File: config.mk
export PLATFORM = sky130hd
export DESIGN_NAME = intc_router
export DESIGN_NICKNAME = d
export VERILOG_FILES = /design/src/rtl/intc_pkg.sv /design/src/rtl/intc_setclr_reg.sv /design/src/rtl/intc_src_unit.sv /design/src/rtl/intc_router.sv
export SDC_FILE = /design/constraint.sdc
export NUM_CORES = 1
export LEC_CHECK = 0
export ABC_AREA = 1
export BUFFER_PORTS_ARGS = -buffer_cell sky130_fd_sc_hd__clkbuf_2
export CAP_MARGIN = 20
export CORE_MARGIN = 2
export CORE_UTILIZATION = 50
export DETAILED_ROUTE_END_ITERATION = 6
export PLACE_DENSITY = 0.69
export SYNTH_ARGS = -nofsm -noshare
export SYNTH_HDL_FRONTEND = slang
export SYNTH_HIERARCHICAL = 1
export SYNTH_SLANG_ARGS = --single-unit
File: constraint.sdc
create_clock -name clk -period 1.5 [get_ports clk]
set_clock_uncertainty 0.1 [all_clocks]
set_input_delay 0.225 -clock clk [delete_from_list [all_inputs] [get_ports clk]]
set_output_delay 0.225 -clock clk [all_outputs]
set_load 0.01 [all_outputs]
File: src/rtl/intc_pkg.sv
package intc_pkg;
  localparam int IDX_W = 4;
  localparam int OP_W  = 2;
  localparam int N_CTRL = 8;

  typedef enum logic [OP_W-1:0] {
    OP_NONE = 2'd0,
    OP_SET  = 2'd1,
    OP_CLR  = 2'd2,
    OP_RSV  = 2'd3
  } wr_op_e;

  typedef enum logic [IDX_W-1:0] {
    RG_TRIG0 = 4'd0,
    RG_TRIG1 = 4'd1,
    RG_TRIG2 = 4'd2,
    RG_SRCSEL = 4'd3,
    RG_ROUTE = 4'd4,
    RG_WAKE  = 4'd5,
    RG_ENA   = 4'd6,
    RG_TEST  = 4'd7,
    RG_RCAP  = 4'd8,
    RG_FCAP  = 4'd9,
    RG_PEND0 = 4'd10,
    RG_PEND1 = 4'd11
  } reg_idx_e;

  function automatic logic mode_rise(input logic [2:0] m);
    return (m == 3'b001) || (m == 3'b011);
  endfunction

  function automatic logic mode_fall(input logic [2:0] m);
    return (m == 3'b010) || (m == 3'b011);
  endfunction

  function automatic logic mode_high(input logic [2:0] m);
    return m == 3'b101;
  endfunction

  function automatic logic mode_low(input logic [2:0] m);
    return m == 3'b110;
  endfunction
endpackage

File: src/rtl/intc_setclr_reg.sv
module intc_setclr_reg #(
  parameter int W = 32
) (
  input  logic         clk,
  input  logic         rst_n,
  input  logic [W-1:0] set_v,
  input  logic [W-1:0] clr_v,
  output logic [W-1:0] q
);
  logic [W-1:0] q_next;

  always_comb q_next = (q & ~clr_v) | set_v;

  always_ff @(posedge clk or negedge rst_n) begin
    if (!rst_n) q <= '0;
    else        q <= q_next;
  end

  assert_set_R2: assert property (@(posedge clk) disable iff (!rst_n)
    (|set_v) |=> ((q & $past(set_v)) == $past(set_v)));

  assert_clr_R2: assert property (@(posedge clk) disable iff (!rst_n)
    ((|clr_v) && !(|set_v)) |=> ((q & $past(clr_v)) == '0));
endmodule

File: src/rtl/intc_src_unit.sv
module intc_src_unit
  import intc_pkg::*;
#(
  parameter int N_SRC = 32,
  parameter int SYNC_STAGES = 2
) (
  input  logic             clk,
  input  logic             rst_n,
  input  logic [N_SRC-1:0] irq_in,
  input  logic [N_SRC-1:0] trig0,
  input  logic [N_SRC-1:0] trig1,
  input  logic [N_SRC-1:0] trig2,
  input  logic [N_SRC-1:0] rcap_clr,
  input  logic [N_SRC-1:0] fcap_clr,
  output logic [N_SRC-1:0] rise_cap,
  output logic [N_SRC-1:0] fall_cap,
  output logic [N_SRC-1:0] raw_pend
);
  logic [N_SRC-1:0] sync_q [SYNC_STAGES];
  logic [N_SRC-1:0] s_now, s_prev;
  logic [N_SRC-1:0] sel_r, sel_f, sel_h, sel_l;
  logic [N_SRC-1:0] rise_hit, fall_hit;

  always_ff @(posedge clk or negedge rst_n) begin
    if (!rst_n) sync_q[0] <= '0;
    else        sync_q[0] <= irq_in;
  end

  for (genvar k = 1; k < SYNC_STAGES; k++) begin : g_sync
    always_ff @(posedge clk or negedge rst_n) begin
      if (!rst_n) sync_q[k] <= '0;
      else        sync_q[k] <= sync_q[k-1];
    end
  end

  assign s_now = sync_q[SYNC_STAGES-1];

  always_ff @(posedge clk or negedge rst_n) begin
    if (!rst_n) s_prev <= '0;
    else        s_prev <= s_now;
  end

  for (genvar i = 0; i < N_SRC; i++) begin : g_mode
    logic [2:0] m;
    assign m        = {trig2[i], trig1[i], trig0[i]};
    assign sel_r[i] = mode_rise(m);
    assign sel_f[i] = mode_fall(m);
    assign sel_h[i] = mode_high(m);
    assign sel_l[i] = mode_low(m);
    always_comb begin
      if (sel_r[i] || sel_f[i]) raw_pend[i] = rise_cap[i] | fall_cap[i];
      else if (sel_h[i])        raw_pend[i] = s_now[i];
      else if (sel_l[i])        raw_pend[i] = ~s_now[i];
      else                      raw_pend[i] = 1'b0;
    end
  end

  assign rise_hit = s_now & ~s_prev & sel_r;
  assign fall_hit = ~s_now & s_prev & sel_f;

  always_ff @(posedge clk or negedge rst_n) begin
    if (!rst_n) begin
      rise_cap <= '0;
      fall_cap <= '0;
    end else begin
      rise_cap <= (rise_cap & ~rcap_clr) | rise_hit;
      fall_cap <= (fall_cap & ~fcap_clr) | fall_hit;
    end
  end

  assert_rise_cap_R3: assert property (@(posedge clk) disable iff (!rst_n)
    (|rise_hit) |=> ((rise_cap & $past(rise_hit)) == $past(rise_hit)));

  assert_fall_cap_R4: assert property (@(posedge clk) disable iff (!rst_n)
    (|fall_hit) |=> ((fall_cap & $past(fall_hit)) == $past(fall_hit)));

  assert_no_spurious_R6: assert property (@(posedge clk) disable iff (!rst_n)
    1'b1 |=> (((rise_cap & ~$past(rise_cap) & ~$past(rise_hit)) == '0) &&
              ((fall_cap & ~$past(fall_cap) & ~$past(fall_hit)) == '0)));
endmodule

File: src/rtl/intc_router.sv
module intc_router
  import intc_pkg::*;
#(
  parameter int N_SRC = 32,
  parameter int SYNC_STAGES = 2
) (
  input  logic                  clk,
  input  logic                  rst_n,
  input  logic                  wr_en,
  input  logic [OP_W+IDX_W-1:0] wr_addr,
  input  logic [N_SRC-1:0]      wr_data,
  input  logic [IDX_W-1:0]      rd_addr,
  output logic [N_SRC-1:0]      rd_data,
  input  logic [N_SRC-1:0]      irq_in,
  output logic                  irq_req0,
  output logic                  irq_req1,
  output logic                  wake_out
);
  wr_op_e           op;
  logic [IDX_W-1:0] widx;
  logic [N_SRC-1:0] ctrl_q [N_CTRL];
  logic [N_SRC-1:0] ctrl_set [N_CTRL];
  logic [N_SRC-1:0] ctrl_clr [N_CTRL];
  logic [N_SRC-1:0] rcap_clr, fcap_clr;
  logic [N_SRC-1:0] rise_cap, fall_cap, raw_pend;
  logic [N_SRC-1:0] pend0_w, pend1_w;
  logic [N_SRC-1:0] route_q, ena_q, wake_q;

  assign op   = wr_op_e'(wr_addr[OP_W+IDX_W-1:IDX_W]);
  assign widx = wr_addr[IDX_W-1:0];

  for (genvar g = 0; g < N_CTRL; g++) begin : g_ctrl
    assign ctrl_set[g] = (wr_en && op == OP_SET && widx == IDX_W'(g)) ? wr_data : '0;
    assign ctrl_clr[g] = (wr_en && op == OP_CLR && widx == IDX_W'(g)) ? wr_data : '0;
    intc_setclr_reg #(.W(N_SRC)) u_reg (
      .clk   (clk),
      .rst_n (rst_n),
      .set_v (ctrl_set[g]),
      .clr_v (ctrl_clr[g]),
      .q     (ctrl_q[g])
    );
  end

  assign rcap_clr = (wr_en && op == OP_CLR && widx == RG_RCAP) ? wr_data : '0;
  assign fcap_clr = (wr_en && op == OP_CLR && widx == RG_FCAP) ? wr_data : '0;

  intc_src_unit #(.N_SRC(N_SRC), .SYNC_STAGES(SYNC_STAGES)) u_src (
    .clk      (clk),
    .rst_n    (rst_n),
    .irq_in   (irq_in),
    .trig0    (ctrl_q[RG_TRIG0]),
    .trig1    (ctrl_q[RG_TRIG1]),
    .trig2    (ctrl_q[RG_TRIG2]),
    .rcap_clr (rcap_clr),
    .fcap_clr (fcap_clr),
    .rise_cap (rise_cap),
    .fall_cap (fall_cap),
    .raw_pend (raw_pend)
  );

  assign route_q = ctrl_q[RG_ROUTE];
  assign ena_q   = ctrl_q[RG_ENA];
  assign wake_q  = ctrl_q[RG_WAKE];

  assign pend0_w  = raw_pend & ena_q & route_q;
  assign pend1_w  = raw_pend & ena_q & ~route_q;
  assign irq_req0 = |pend0_w;
  assign irq_req1 = |pend1_w;
  assign wake_out = |(raw_pend & wake_q);

  always_comb begin
    rd_data = '0;
    if (rd_addr < IDX_W'(N_CTRL)) rd_data = ctrl_q[rd_addr[2:0]];
    else if (rd_addr == RG_RCAP)  rd_data = rise_cap;
    else if (rd_addr == RG_FCAP)  rd_data = fall_cap;
    else if (rd_addr == RG_PEND0) rd_data = pend0_w;
    else if (rd_addr == RG_PEND1) rd_data = pend1_w;
  end

  assert_reset_R1: assert property (@(posedge clk)
    !rst_n |=> (!irq_req0 && !irq_req1 && !wake_out));

  assert_ena_keep_R7: assert property (@(posedge clk) disable iff (!rst_n)
    ((|ctrl_clr[RG_ENA]) && !(|rcap_clr))
      |=> ((rise_cap & $past(rise_cap)) == $past(rise_cap)));

  assert_route_R8: assert property (@(posedge clk) disable iff (!rst_n)
    irq_req0 |-> (|(route_q & ena_q)));

  assert_route1_R8: assert property (@(posedge clk) disable iff (!rst_n)
    irq_req1 |-> (|(~route_q & ena_q)));
endmodule

== Word-level counts from Yosys, hierarchy flattened ==
Index checks and enable logic that the tools add are counted.
Operators by class
  bitwise gates (word level): 106
  equality and inequality tests: 175
  mux-type cells: 122
  reductions and logical operators: 120
  order comparisons: 2
Operator list (count)
  $mux W32: 25
  $and A32 B32 Y32: 18
  $not A32 Y32: 13
  $or A32 B32 Y32: 10
  $eq A3 B2 Y1 const B: 64
  $eq A3 B3 Y1 const B: 64
  $bmux W32 S3: 1
  $eq A3 B1 Y1 const B: 32
  $logic_or A1 B1 Y1: 96
  $mux W1: 96
  $reduce_or A32 Y1: 3
  $not A1 Y1: 32
  $or A1 B1 Y1: 32
  $eq A4 B4 Y1 const B: 6
  $logic_and A1 B1 Y1: 20
  $eq A4 B3 Y1 const B: 4
  $eq A4 B2 Y1 const B: 2
  $eq A4 B1 Y1 const B: 1
  $ge A4 B4 Y1 const B: 1
  $logic_not A4 Y1: 1
  $lt A4 B4 Y1 const B: 1
  $not A3 Y4: 1
  $eq A2 B1 Y1 const B: 1
  $eq A2 B2 Y1 const B: 1
Storage, ports and cells
  word-level logic and storage cells: 538
  flip-flop bits (word level): 416
  bits of input ports: 77

== Logic depth before layout (Yosys ltp) ==
  word-level depth: 11
  mapped depth: 11

== Hierarchy ==
Netlist, hierarchy kept.
By module, submodules not included
  intc_setclr_reg: area each 1281.2 sq um, cells each 160, times used 8, sequential area each 800.8 sq um
  intc_router: area each 7623.6 sq um, cells each 1926, times used 1, sequential area each 0.0 sq um
  intc_src_unit: area each 7262.0 sq um, cells each 910, times used 1, sequential area each 4003.8 sq um

== Worst setup path after synthesis ==
Ideal clock, no wire load.
  path kind: input-to-reg
  from: input port wr_addr[4]
  to: register u_src.rise_cap[14]
  data arrival time: 1376 ps
  setup slack: -41 ps
  cell stages on the path: 8
  library setup time: 65 ps
  cells stage by stage: inv_1 nand3_1 clkinv_1 nand4_1 clkbuf_1 nor2_1 or2_2 nand2_1
On the way
  word-level cells in the longest chain between the ends: 7
RTL lines
  start, declared: RTL line intc_router.sv:10  | input logic [OP_W+IDX_W-1:0] wr_addr,
  $eq A2 B2 Y1: RTL line intc_router.sv:44  | assign rcap_clr = (wr_en && op == OP_CLR && widx == RG_RCAP) ? wr_data : '0;
  $logic_and A1 B1 Y1 (2 in series): RTL line intc_router.sv:44
  $mux W32: RTL line intc_router.sv:44
  via rcap_clr[14]: RTL line intc_router.sv:24  | logic [N_SRC-1:0] rcap_clr, fcap_clr;
  $not A32 Y32: RTL line intc_src_unit.sv:66  | rise_cap <= (rise_cap & ~rcap_clr) | rise_hit;
  $and A32 B32 Y32: RTL line intc_src_unit.sv:66
  $or A32 B32 Y32: RTL line intc_src_unit.sv:66
  end signal, assigned: RTL line intc_src_unit.sv:66
  end, declared: RTL line intc_src_unit.sv:15  | output logic [N_SRC-1:0] rise_cap,
The timed path passes the listed nets, and every way through them passes these cells.

== Worst setup path after layout ==
  from: register g_ctrl[0].u_reg.q[1]
  to: output port wake_out
On the way
  word-level cells in the longest chain between the ends: 6
  elaborated cells on any way between the ends: 13
  those cells by class: eq/ne: 5; mux: 3; bitwise: 1; reduce/logical: 4
RTL lines
  start, declared: RTL line intc_setclr_reg.sv:8  | output logic [W-1:0] q
  start signal, assigned: RTL line intc_setclr_reg.sv:16  | else q <= q_next;
  $eq A3 B3 Y1 (tied with other cells): RTL line intc_pkg.sv:41  | return m == 3'b110;
  $mux W1 (tied with other cells): RTL line intc_src_unit.sv:53  | else if (sel_l[i]) raw_pend[i] = ~s_now[i];
  $mux W1 / $logic_or A1 B1 Y1 (equally long branches): RTL line intc_src_unit.sv:52, intc_src_unit.sv:51
  $mux W1 *: RTL line intc_src_unit.sv:51  | if (sel_r[i] || sel_f[i]) raw_pend[i] = rise_cap[i] | fall_cap[i];
  via raw_pend[1]: RTL line intc_router.sv:25  | logic [N_SRC-1:0] rise_cap, fall_cap, raw_pend;
  $and A32 B32 Y32 *: RTL line intc_router.sv:69  | assign wake_out = |(raw_pend & wake_q);
  $reduce_or A32 Y1 *: RTL line intc_router.sv:69
  end, declared: RTL line intc_router.sv:17  | output logic wake_out
The timed path passes the listed nets; every way through them passes the cells marked *.

==> flow_metrics.tcl <==
set metrics [dict create \
    gp_congestion 0.895 \
    p_sw_share_pct 31.3 \
    comb_power_share_pct 26.6 \
    firstDrtPassIters 6 \
    start_util_pct 50.4 \
    pin_count 112 \
    finalNetCount 4905 \
    clk_latency_ps 590 \
    antenna_found_initial 0 \
    rows 82 \
    setup_ws_ps -1140 \
    seq_area_um2 10400 \
    grt_max_degree 69 \
    crit_buf_inv 2 \
    grt_use_met2_pct 54.1 \
    cp-start-kind "flip-flop" \
    met3_usage_pct 3.86 \
    syn-instance-count 4116 \
    hold_violations 1 \
    slew_violations 0 \
    num_antenna_cells 0 \
    path_class "flip-flop to output pin" \
    fmax_mhz 378 \
    place_area_um2 30600 \
    power_frac_seq_pct 40.0 \
    p_switching_mw 10.7 \
    final_cell_area_um2 34700 \
    grt-ovfl-total 0 \
    grt_setup_unrepaired "yes" \
    cts_buffers 48 \
    critPathTopFamily "simple AND/OR/NAND/NOR gates" \
    cts.path.max_buffers 3 \
    peakVddDrop_mv 0.787 \
    ys_warn_count 6 \
    syn_to_final_growth_pct 37.9 \
    synth-seq-cells 416 \
    grt_pass1_vias 26300 \
    synth_top_cells_by_area "dfrtp_1 (41%), nand2_1 (22%), inv_1 (12%)" \
    hold_ws_ps -6.59 \
    path_cells "o211ai_1, nand2_4, nand2_1, nand4_1, nor3_4, buf_6, nand2_4, buf_6" \
    final.setup.tns_ps -32110 \
    hold_path_class "input port to async pin" \
    die-area_um2 52100 \
    core_um2 49900 \
    drtIter0Drc 2119 \
    cp_slowest_cell "dfrtp_1" \
    status "finished with violations" \
    crit_arrival_ps 2320 \
    io_buffers 111 \
    worst_slew_pin_slew_ps 579 \
    finalWorstPathRequiredPeriod_ps 2640 \
    relSlewSlack_pct 61.4 \
    setup_violations 36 \
    finalCritPeriodShare_pct 176 \
    vias_per_cell 4.84 \
    ys_seq_area_share_pct 41.4 \
    reg2reg_from "g_ctrl[0].u_reg/q[13]" \
    cts_tree "done" \
    required_ps 1170 \
    busiest_layer "met2" \
    final_core_util_pct 69.5 \
    p_int_mw 23.4 \
    dr_total_vias 26800 \
    synth.distinct_cells 21 \
    cts.htree.levels 2 \
    path_max_fanout 4 \
    drc 0 \
    wirelength_um 82800 \
    fillers 4166 \
    hpwl_um 51600 \
    grt.total_usage_pct 32.3 \
    critPathLaunch "g_ctrl[0].u_reg/q[1]" \
    power_frac_clock_pct 33.4 \
    antenna_left 0 \
    use_met1_pct 42.8 \
    die_w_um 228 \
    syn_nets 4193 \
    synth_top_area_cell "dfrtp_1" \
    violations "negative hold slack, negative setup slack" \
    path_clk_slew_ps 60 \
    clkSinkCount 416 \
    p_leak_nw 19.1 \
    synth_top_area_share_pct 41.4 \
    die_y_um 228 \
    cp-end-kind "output pin" \
    multi_input_area_um2 11700 \
    cap_violations 0 \
    grt_pass1_wl_um 135000 \
    drive_gt1_share_pct 23.0 \
    slowest_delay_ps 400 \
    wl_per_cell_um 15.0 \
    power_density_nw_per_um2 983 \
    netlist_area_um2 25100 \
    avgSynthCellArea_um2 6.11 \
    root_buffer "clkbuf_16" \
]
-- power by group through the flow --
stage / Sequential [mW] / Combinational [mW] / Clock, mW
2_1_floorplan: 13.6 / 3.54 / 0
3_3_place_gp: 13.7 / 7.13 / 0
3_5_place_dp: 13.7 / 7.25 / 0
4_1_cts: 13.5 / 8.90 / 11.6
5_1_grt: 13.8 / 10.1 / 12.0
6_report: 13.6 / 9.07 / 11.4
-- registers in the layout, indices dropped and copies added, names as in the netlist --
signal / count
u_src/s_prev: 32
u_src/sync_q: 32
u_src/fall_cap: 32
u_src/rise_cap: 32
g_ctrl.u_reg/q: 256
u_src/s_now: 32
-- synth_stat cells, drive strengths merged --
cell type / instances
inv: 837
nor3: 3
o211ai: 32
buf: 49
nor2: 719
nand3b: 2
or2: 33
clkinv: 33
dfrtp: 416
and3: 1
clkbuf: 103
o21ai: 59
nand4: 44
nand2: 1501
nand3: 284
-- repair_timing --
action	CTS	global route
cloned	0	0
endpoints found under the hold margin	501	0
endpoints found under the setup margin	35	54
hold buffers	58	0
gates resized for setup	157	182
setup buffers	211	32
pin swaps	135	107
-- area by class of cell --
cell class | count | area share, %
flip-flops and latches | 416 | 30.1
clock inverters | 14 | 0.292
clock buffers | 71 | 3.98
well taps | 672 | 2.43
repair buffers | 814 | 20.0
multi-input cells | 2678 | 33.8
inverters | 870 | 9.44
-- routing by layer --
metal | share of wire (%) | wire length [um] | up-vias
li1 | - | - | 13400
met1 | 42 | 34700 | 12200
met2 | 47 | 38800 | 1020
met3 | 7.4 | 6140 | 228
met4 | 3.8 | 3150 | 0
met5 | 0 | 0 | -
-- per-stage QoR --
step	instances	setup slack (ps)	power [mW]
finish	5535	-1140	34.1
global route	5535	-1240	35.9
CTS	5614	-1100	34.0
detailed placement	5261	-720	20.9
global placement	5261	-701	20.8
floorplan	4116	-40.8	17.1
-- worst paths after layout --
path                       slack, ps  depth (start not counted)               endpoint
setup / recovery               -1140                          8               wake_out
hold / removal                    -7                          2   g_ctrl[1].u_reg/q[2]
setup reg to reg               -1120                         19     u_src/fall_cap[13]
hold reg to reg                  240                          0         u_src/s_now[3]
max in group asynchronous        610                          3   g_ctrl[0].u_reg/q[6]
min in group clk                  30                          5  g_ctrl[0].u_reg/q[23]
-- placed cells by master, fill, tap and decap left out, drive strengths merged --
cell / netlist / routed
and3: 1 / 1
buf: 49 / 677
bufinv: 0 / 1
clkbuf: 103 / 151
clkinv: 33 / 44
clkinvlp: 0 / 1
dfrtp: 416 / 416
dlygate4sd3: 0 / 57
inv: 837 / 838
nand2: 1501 / 1501
nand3: 284 / 284
nand3b: 2 / 2
nand4: 44 / 44
nor2: 719 / 719
nor3: 3 / 3
o211ai: 32 / 32
o21ai: 59 / 59
or2: 33 / 33
-- logic make-up after synthesis --
logic type | share of synthesized area (%)
AND/OR/NAND/NOR | 41.0
buffers and inverters | 15.5
flip-flops | 41.4
AO/OA/AOI/OAI | 2.13
Note: power is estimated with default switching activity, not from simulation.
